`src/rtl/wa_throttle_pkg.sv`:
```
package wa_throttle_pkg;
  typedef struct packed {
    logic loadMode;
    logic clrRun;
    logic startRun;
    logic extendRun;
  } runStrobes_t;
endpackage

```
`src/rtl/wa_throttle_ctrl.sv`:
```
module wa_throttle_ctrl
  import wa_throttle_pkg::*;
(
  input  logic        modeWe,
  input  logic        lineWrValid,
  input  logic        lineFull,
  input  logic        breakRun,
  input  logic        isAdjacent,
  input  logic        runActive,
  output runStrobes_t strobes
);
  logic fullWrite;
  logic clearNow;

  always_comb begin
    fullWrite = lineWrValid & lineFull;
    // a mode write, a load or a partial line ends the run; these win over a line event
    clearNow = modeWe | breakRun | (lineWrValid & ~lineFull);
    strobes.loadMode  = modeWe;
    strobes.clrRun    = clearNow;
    strobes.extendRun = ~clearNow & fullWrite & runActive & isAdjacent;
    strobes.startRun  = ~clearNow & fullWrite & ~(runActive & isAdjacent);
  end
endmodule

```
`src/rtl/wa_throttle_dp.sv`:
```
module wa_throttle_dp
  import wa_throttle_pkg::*;
#(
  parameter int LINE_W = 26,
  parameter int THR1   = 3,
  parameter int THR2   = 64,
  parameter int THR3   = 128
) (
  input  logic              clk,
  input  logic              rstN,
  input  runStrobes_t       strobes,
  input  logic [1:0]        modeIn,
  input  logic [LINE_W-1:0] lineAddr,
  input  logic              missValid,
  input  logic              pageWa,
  output logic              isAdjacent,
  output logic              runActive,
  output logic              decValid,
  output logic              decAlloc
);
  localparam int CNT_W = $clog2(THR3 + 1);

  logic [1:0]        modeQ;
  logic [CNT_W-1:0]  runCnt;
  logic [CNT_W-1:0]  limit;
  logic [LINE_W-1:0] lastAddr;
  logic              atLimit;

  always_comb begin
    unique case (modeQ)
      2'd1:    limit = CNT_W'(THR1);
      2'd2:    limit = CNT_W'(THR2);
      default: limit = CNT_W'(THR3);
    endcase
  end

  assign isAdjacent = (lineAddr == lastAddr + LINE_W'(1));
  assign runActive  = (runCnt != '0);
  assign atLimit    = (modeQ != 2'd0) && (runCnt >= limit);

  always_ff @(posedge clk) begin
    if (!rstN) begin
      modeQ    <= 2'd0;
      runCnt   <= '0;
      lastAddr <= '0;
      decValid <= 1'b0;
      decAlloc <= 1'b0;
    end else begin
      if (strobes.loadMode) modeQ <= modeIn;
      if (strobes.clrRun) begin
        runCnt <= '0;
      end else if (strobes.startRun) begin
        runCnt   <= CNT_W'(1);
        lastAddr <= lineAddr;
      end else if (strobes.extendRun) begin
        lastAddr <= lineAddr;
        if (runCnt < limit) runCnt <= runCnt + CNT_W'(1);
      end
      decValid <= missValid;
      decAlloc <= missValid & pageWa & ~atLimit;
    end
  end

  AST_COUNT_BOUND: assert property (@(posedge clk) disable iff (!rstN)
    runCnt <= CNT_W'(THR3));
  AST_SATURATE_HOLD: assert property (@(posedge clk) disable iff (!rstN)
    (strobes.extendRun && runCnt == limit && !strobes.loadMode) |=> (runCnt == $past(runCnt)));
  AST_CLEAR_RUN: assert property (@(posedge clk) disable iff (!rstN)
    strobes.clrRun |=> (runCnt == '0));
  AST_MODE_CLEAR: assert property (@(posedge clk) disable iff (!rstN)
    strobes.loadMode |=> (runCnt == '0 && modeQ == $past(modeIn)));
  AST_START_ONE: assert property (@(posedge clk) disable iff (!rstN)
    strobes.startRun |=> (runCnt == CNT_W'(1)));
  AST_DEC_PULSE: assert property (@(posedge clk) disable iff (!rstN)
    missValid |=> decValid);
  AST_DEC_IDLE: assert property (@(posedge clk) disable iff (!rstN)
    !missValid |=> !decValid);
  AST_MODE0_FOLLOW: assert property (@(posedge clk) disable iff (!rstN)
    (missValid && modeQ == 2'd0) |=> (decAlloc == $past(pageWa)));
  AST_NO_WA_NO_ALLOC: assert property (@(posedge clk) disable iff (!rstN)
    (missValid && !pageWa) |=> !decAlloc);
endmodule

```
`src/rtl/wa_throttle.sv`:
```
module wa_throttle
  import wa_throttle_pkg::*;
#(
  parameter int LINE_W = 26,
  parameter int THR1   = 3,
  parameter int THR2   = 64,
  parameter int THR3   = 128
) (
  input  logic              clk,
  input  logic              rstN,
  input  logic              modeWe,
  input  logic [1:0]        modeIn,
  input  logic              lineWrValid,
  input  logic              lineFull,
  input  logic [LINE_W-1:0] lineAddr,
  input  logic              breakRun,
  input  logic              missValid,
  input  logic              pageWa,
  output logic              decValid,
  output logic              decAlloc
);
  runStrobes_t strobes;
  logic        isAdjacent;
  logic        runActive;

  wa_throttle_ctrl u_ctrl (
    .modeWe      (modeWe),
    .lineWrValid (lineWrValid),
    .lineFull    (lineFull),
    .breakRun    (breakRun),
    .isAdjacent  (isAdjacent),
    .runActive   (runActive),
    .strobes     (strobes)
  );

  wa_throttle_dp #(
    .LINE_W (LINE_W),
    .THR1   (THR1),
    .THR2   (THR2),
    .THR3   (THR3)
  ) u_dp (
    .clk        (clk),
    .rstN       (rstN),
    .strobes    (strobes),
    .modeIn     (modeIn),
    .lineAddr   (lineAddr),
    .missValid  (missValid),
    .pageWa     (pageWa),
    .isAdjacent (isAdjacent),
    .runActive  (runActive),
    .decValid   (decValid),
    .decAlloc   (decAlloc)
  );
endmodule

```
`config.mk`:
```
export PLATFORM = sky130hd
export DESIGN_NAME = wa_throttle
export DESIGN_NICKNAME = d
export VERILOG_FILES = /design/src/rtl/wa_throttle_pkg.sv /design/src/rtl/wa_throttle_ctrl.sv /design/src/rtl/wa_throttle_dp.sv /design/src/rtl/wa_throttle.sv
export SDC_FILE = /design/constraint.sdc
export NUM_CORES = 1
export LEC_CHECK = 0
export BUFFER_PORTS_ARGS = -buffer_cell sky130_fd_sc_hd__buf_2
export CAP_MARGIN = 20
export CORE_MARGIN = 1
export CORE_UTILIZATION = 40
export CTS_CLUSTER_SIZE = 10
export DETAILED_ROUTE_END_ITERATION = 16
export HOLD_SLACK_MARGIN = 0.06
export PLACE_DENSITY = 0.68
export SYNTH_ARGS = -nofsm -noshare
export SYNTH_HDL_FRONTEND = slang
export SYNTH_SLANG_ARGS = --single-unit
```
`constraint.sdc`:
```
create_clock -name clk -period 4 [get_ports clk]
set_input_delay 0.4 -clock clk [delete_from_list [all_inputs] [get_ports clk]]
set_output_delay 0.4 -clock clk [all_outputs]
set_load 0.01 [all_outputs]
```
=== After elaboration in Yosys (flattened, before gate mapping) ===
Cells that the tools add are included.

* Register bits: 38
* Input bits: 36
* Output and inout bits: 2
* Word-level logic and storage cells: 45

* $add $sub $neg: 2
* Order comparisons: 2
* Equality and inequality tests: 3
* Muxes and demuxes: 6
* Bitwise operators: 16
* Reduce and logical (&&, ||, !) cells: 10

{| class="wikitable"
|+ Operators by type and width
! operator !! number
|-
| 2-to-1 mux 26 bit || 2
|-
| adder 26 x 1 -> 26 bit (second input constant) || 1
|-
| == test 26 bit || 1
|-
| one-hot mux 8 bit (2 select lines) || 1
|-
| AND 1 bit || 9
|-
| adder 8 x 1 -> 8 bit (second input constant) || 1
|-
| greater-or-equal comparator 8 bit || 1
|-
| < comparator 8 bit || 1
|-
| nonzero test 8 bit || 1
|-
| AND reduction 2 bit || 3
|-
| nonzero test 2 bit || 3
|-
| NOT 1 bit || 5
|-
| 2-to-1 mux 1 bit || 3
|-
| OR reduction 3 bit || 1
|-
| == test 2 x 1 -> 1 bit (second input constant) || 1
|-
| == test 2 bit (second input constant) || 1
|-
| bitwise OR 1 bit || 2
|-
| OR reduction 2 bit || 1
|-
| logical AND 1 bit || 1
|}

=== Logic depth before layout (Yosys ltp) ===
* Word-level depth: 9
* Depth in mapped cells: 14
* Gate-level depth less buffers: 13

=== Hierarchy ===
From an unflattened synthesis, not the netlist that was laid out.

* Cell total of the unflattened synthesis: 334
* Area total of the unflattened synthesis: 2652.5 µm²

{| class="wikitable"
|+ Modules (own cells, without submodules)
! module !! times used !! cells each !! area each (µm²) !! sequential area each (µm²)
|-
| wa_throttle_dp || 1 || 325 || 2597.5 || 760.7
|-
| wa_throttle_ctrl || 1 || 9 || 55.1 || 0.0
|}

=== Least setup slack after synthesis ===
No wires, ideal clock.

* Kind: register to register
* Start: register u_dp.lastAddr[1]
* End: register u_dp.runCnt[6]
* Library setup time: 70 ps
* Arrival: 2840 ps
* Data required time: 3930 ps
* Setup slack: 1091 ps
* Cell stages (with the launch flop): 14
* Path buffers: 3
* Period minus slack after synthesis: 2909 ps
* Cell sequence: dfxtp_1 > ha_1 > clkbuf_1 > nand2_1 > nor4_1 > buf_2 > a21oi_1 > nor4_1 > nand4_1 > nor3_1 > nand4_2 > buf_2 > or3_1 > a21oi_1

* Word-level cells in the longest chain between the ends: 6
* Elaborated cells on any way between the ends: 8
* Those cells by class: add/sub (1); eq/ne (1); bitwise (4); reduce/logical (2)

{| class="wikitable"
|+ RTL lines
! element !! line !! text
|-
| from (decl) || wa_throttle_dp.sv:26 || <nowiki>logic [LINE_W-1:0] lastAddr;</nowiki>
|-
| from (signal assigned) || wa_throttle_dp.sv:54 || <nowiki>lastAddr <= lineAddr;</nowiki>
|-
| from (signal assigned) || wa_throttle_dp.sv:56 || <nowiki>lastAddr <= lineAddr;</nowiki>
|-
| adder 26 x 1 -> 26 bit * || wa_throttle_dp.sv:37 || <nowiki>assign isAdjacent = (lineAddr == lastAddr + LINE_W'(1));</nowiki>
|-
| == test 26 bit * || wa_throttle_dp.sv:37 ||
|-
| AND 1 bit || wa_throttle_ctrl.sv:22 || <nowiki>strobes.startRun = ~clearNow & fullWrite & ~(runActive & isAdjacent);</nowiki>
|-
| NOT 1 bit || wa_throttle_ctrl.sv:22 ||
|-
| AND 1 bit || wa_throttle_ctrl.sv:22 ||
|-
| OR reduction 3 bit (no line) || -- ||
|-
| to (signal assigned) || wa_throttle_dp.sv:57 || <nowiki>if (runCnt < limit) runCnt <= runCnt + CNT_W'(1);</nowiki>
|-
| to (decl) || wa_throttle_dp.sv:24 || <nowiki>logic [CNT_W-1:0] runCnt;</nowiki>
|}

Mark *: on every way between the ends. The rest lies on a longest branch, timed or not.
A chain may end at the register's enable or synchronous reset.

=== Final worst setup path ===
* Start: register u_dp.lastAddr[0]
* End: register u_dp.runCnt[5]

Same word-level chain as after synthesis.

==> results.md <==
* Gate Count Post-Synth at 365
* Total power at 0.842 mW
* Top cells by area, synth: dfxtp_1, nand2_1, a21boi_0
* Status: complete, but fails checks
* Library cells used by synthesis at 48
* Die area at 0.00714 mm^2
* Syn Area/Cell at 7.46 um^2
* H-tree depth at 2
* P&R area growth vs syn at 12.5%
* Num CTS Buffers at 5
* Fin nets at 442
* Crit share post-route at 87.5%
* Top-count cell post-synth: nand2_1
* Synth warn at 0
* Slowest stage cell on the critical path: or4_1
* Async S/R FF share, synth at 0%
* Vias per cell at 5.59
* CP Launch Type: register
* Tot GR Track Use at 19.2%
* Routed len/inst at 13.6 um
* Via count at 2651
* CP cell instances: ha_1 > nand2_1 > nor4_1 > buf_4 > mux2_2 > nor3_1 > nand4_1 > nor3_1 > nand4_2 > or4_1 > a21oi_1
* Max-cap violations at 0
* Synth area leader: dfxtp_1
* Fin util at 47.4%
* FF-to-FF End: u_dp.runCnt[5]
* Layout cells sized above 1 at 13.4%
* Achievable frequency at 286 MHz
* Synth Flop Type: dfxtp_1
* Synthesized area at 0.00272 mm^2
* Worst path max stage delay at 0.58 ns
* Core area at 0.00646 mm^2
* Violated checks: design-rule violations
* Critical Path RT at 4.23 ns
* Clock Pin Slew Worst Setup and Hold Paths at 0.08 ns
* Synth cell count leaders: nand2_1, dfxtp_1, a21boi_0, a21oi_1, nand3_1
* R2R setup slack at 0.50 ns
* Setup bufs post-CTS at 0
* Clock root cell: clkbuf_8
* Peak supply drop at 0.149 mV
* Worst skew pair latency at 0.30 ns
* Final Hold Fails at 0
* Post-synthesis sequential area ratio at 28.0%
* Setup TNS at 0 ns
* Setup CP Type: reg2reg
* I/O pin total at 38
* Dpl cells at 465
* Starting density of the core at 42.1%
* Detailed-route wire length at 6440 um
* Num rows at 29
* Critical Path AT at 3.73 ns
* FF-to-FF Start: u_dp.lastAddr[0]
* Worst setup EP type: register
* Filler cell count at 656
* Post-DP HPWL at 4730 um
* Setup violators final at 0
* Clk_skew at 0.00547 ns
* Vias in the first global route at 2450
* Worst Max-Slew Pin Slew at 0.738 ns
* Most frequent CP cell: nor3_1
* Global-route wire length before repair at 11200 um
* Clock Tree Buf Depth at 2
* Critical path origin: u_dp.lastAddr[0]
* Pin count of the biggest net entering global routing at 31
* Max Slew Vio Count at 0
* ANT nets after route at 0
* Ant diodes at 0
* Multi-input gate area at 0.00184 mm^2
* Leak at 1.11 nW
* Die outline height at 84.5 um
* CP top delay family: simple AND/OR/NAND/NOR gates
* CTS tree: done
* CTS resizes at 0
* Drt first pass iters at 10
* RSZ-0062 raised after global routing: false
* CP Capture Point: u_dp.runCnt[5]
* Post-synth EDFFs at 0
* FF+latch area at 761 um^2
* Tmin final at 3.50 ns
* Antenna violations before repair at 0
* CTS Hold Bufs at 0
* Slew HR at 50.4%
* Drt drc at 1
* Worst Hold Class: in2reg
* FF+latch count, synth at 38
* TritonCTS Sinks at 38
* Cell Pwr Density at 275 mW/mm^2
* Die Width at 84.5 um
* Instance count on the critical path at 11
* RD Place Congestion at 0.848
* Post-synth top area share at 28.0%
* Buf/Inv on CP at 1
* Grt total ovfl at 0
* Worst Reg-to-Reg Cells at 11
* Crit Path Max Fanout at 14
* Detailed Route Iter0 Violations at 92
* Post-synth net total at 411
* Port bufs at 37
* Non-filler cells, final at 474
kinds of logic after synthesis:
logic type      count (synthesis)  synth area share, %
simple gates                  177                 32.9
xor+xnor                       23                 7.40
compound gates                 82                 20.1
mux                             7                 2.67
fa+ha+maj                      10                 4.60
buf+inv                        28                 4.37
flops                          38                 28.0
how the worst min path moves through the flow:
stage                                 start           endpoint  slack (ns)  cells after the start
after floorplan           u_dp.lastAddr[25]  u_dp.lastAddr[25]        0.46                      2
after detailed placement  u_dp.lastAddr[25]  u_dp.lastAddr[25]        0.48                      2
after global routing                 pageWa      u_dp.decAlloc        0.31                      3
after global placement    u_dp.lastAddr[25]  u_dp.lastAddr[25]        0.46                      2
final                                pageWa      u_dp.decAlloc        0.31                      3
after CTS                            pageWa      u_dp.decAlloc        0.31                      3
per-stage QoR:
step / hold WS, ns / area [um^2] / setup WS [ns]
2_1_floorplan: 0.455 / 2720 / 1.09
3_3_place_gp: 0.464 / 2940 / 0.693
3_5_place_dp: 0.479 / 2940 / 0.567
4_1_cts: 0.305 / 3050 / 0.493
5_1_grt: 0.315 / 3060 / 0.0948
6_report: 0.309 / 3060 / 0.500
flip-flops by register name, indices dropped and copies added, names as in the netlist:
name,count
u_dp.lastAddr,26
u_dp.modeQ,2
u_dp.decAlloc,1
u_dp.decValid,1
u_dp.runCnt,8
worst reg2reg max path, delay by kind of cell, from the launching register on:
kind	cells	cell delay, ns
AND/OR/NAND/NOR	7	1.80
flip-flops	1	0.49
adder cells (fa/ha/maj)	1	0.44
multiplexers	1	0.34
buffers and inverters	1	0.22
AO/OA/AOI/OAI	1	0.15
cell usage in the layout (no fill, tap or decap), types with 2 or more instances in the layout:
cell       n
a211oi_1   3
a21boi_0  27
a21o_1     2
a21oi_1   20
a31oi_1    3
and2_1     4
and3_1     7
and4_1     3
buf_2     37
buf_4      2
clkbuf_1   2
clkbuf_8   5
dfxtp_1   38
ha_1      10
inv_1     12
mux2_2     2
mux2i_1    5
nand2_1   72
nand2b_1   5
nand3_1   16
nand3b_1   3
nand4_1    6
nand4_2    2
nor2_1    15
nor2b_1    8
nor3_1    13
nor4_1     8
o211a_1    2
o211ai_1   3
o21ai_0   12
o31ai_1    2
or3_1      5
or4_1      5
xnor2_1   14
xor2_1     9
per-layer routing:
layer | GRT usage, % | routed length [um] | vias to the layer above
met3 | 3.34 | 279 | 7
met4 | 6.32 | 84 | 0
li1 | - | - | 1365
met5 | 0 | 0 | -
met1 | 25.0 | 3070 | 1228
met2 | 32.2 | 3010 | 51
report_power, final:
| group | total (mW) | internal, mW | switching, mW |
|---|---|---|---|
| Combinational | 0.113 | 0.0522 | 0.0609 |
| Clock | 0.334 | 0.187 | 0.147 |
| Sequential | 0.395 | 0.386 | 0.00904 |
| Total | 0.842 | 0.625 | 0.217 |
final cells by class:
type | count | share of cell area [%]
well taps | 77 | 3.15
repair buffers | 40 | 6.91
inverters | 12 | 1.47
multi-input cells | 299 | 60.2
clock inverters | 1 | 0.981
flip-flops and latches | 38 | 24.8
clock buffers | 7 | 2.49
Power figures use the tool's default switching activity.
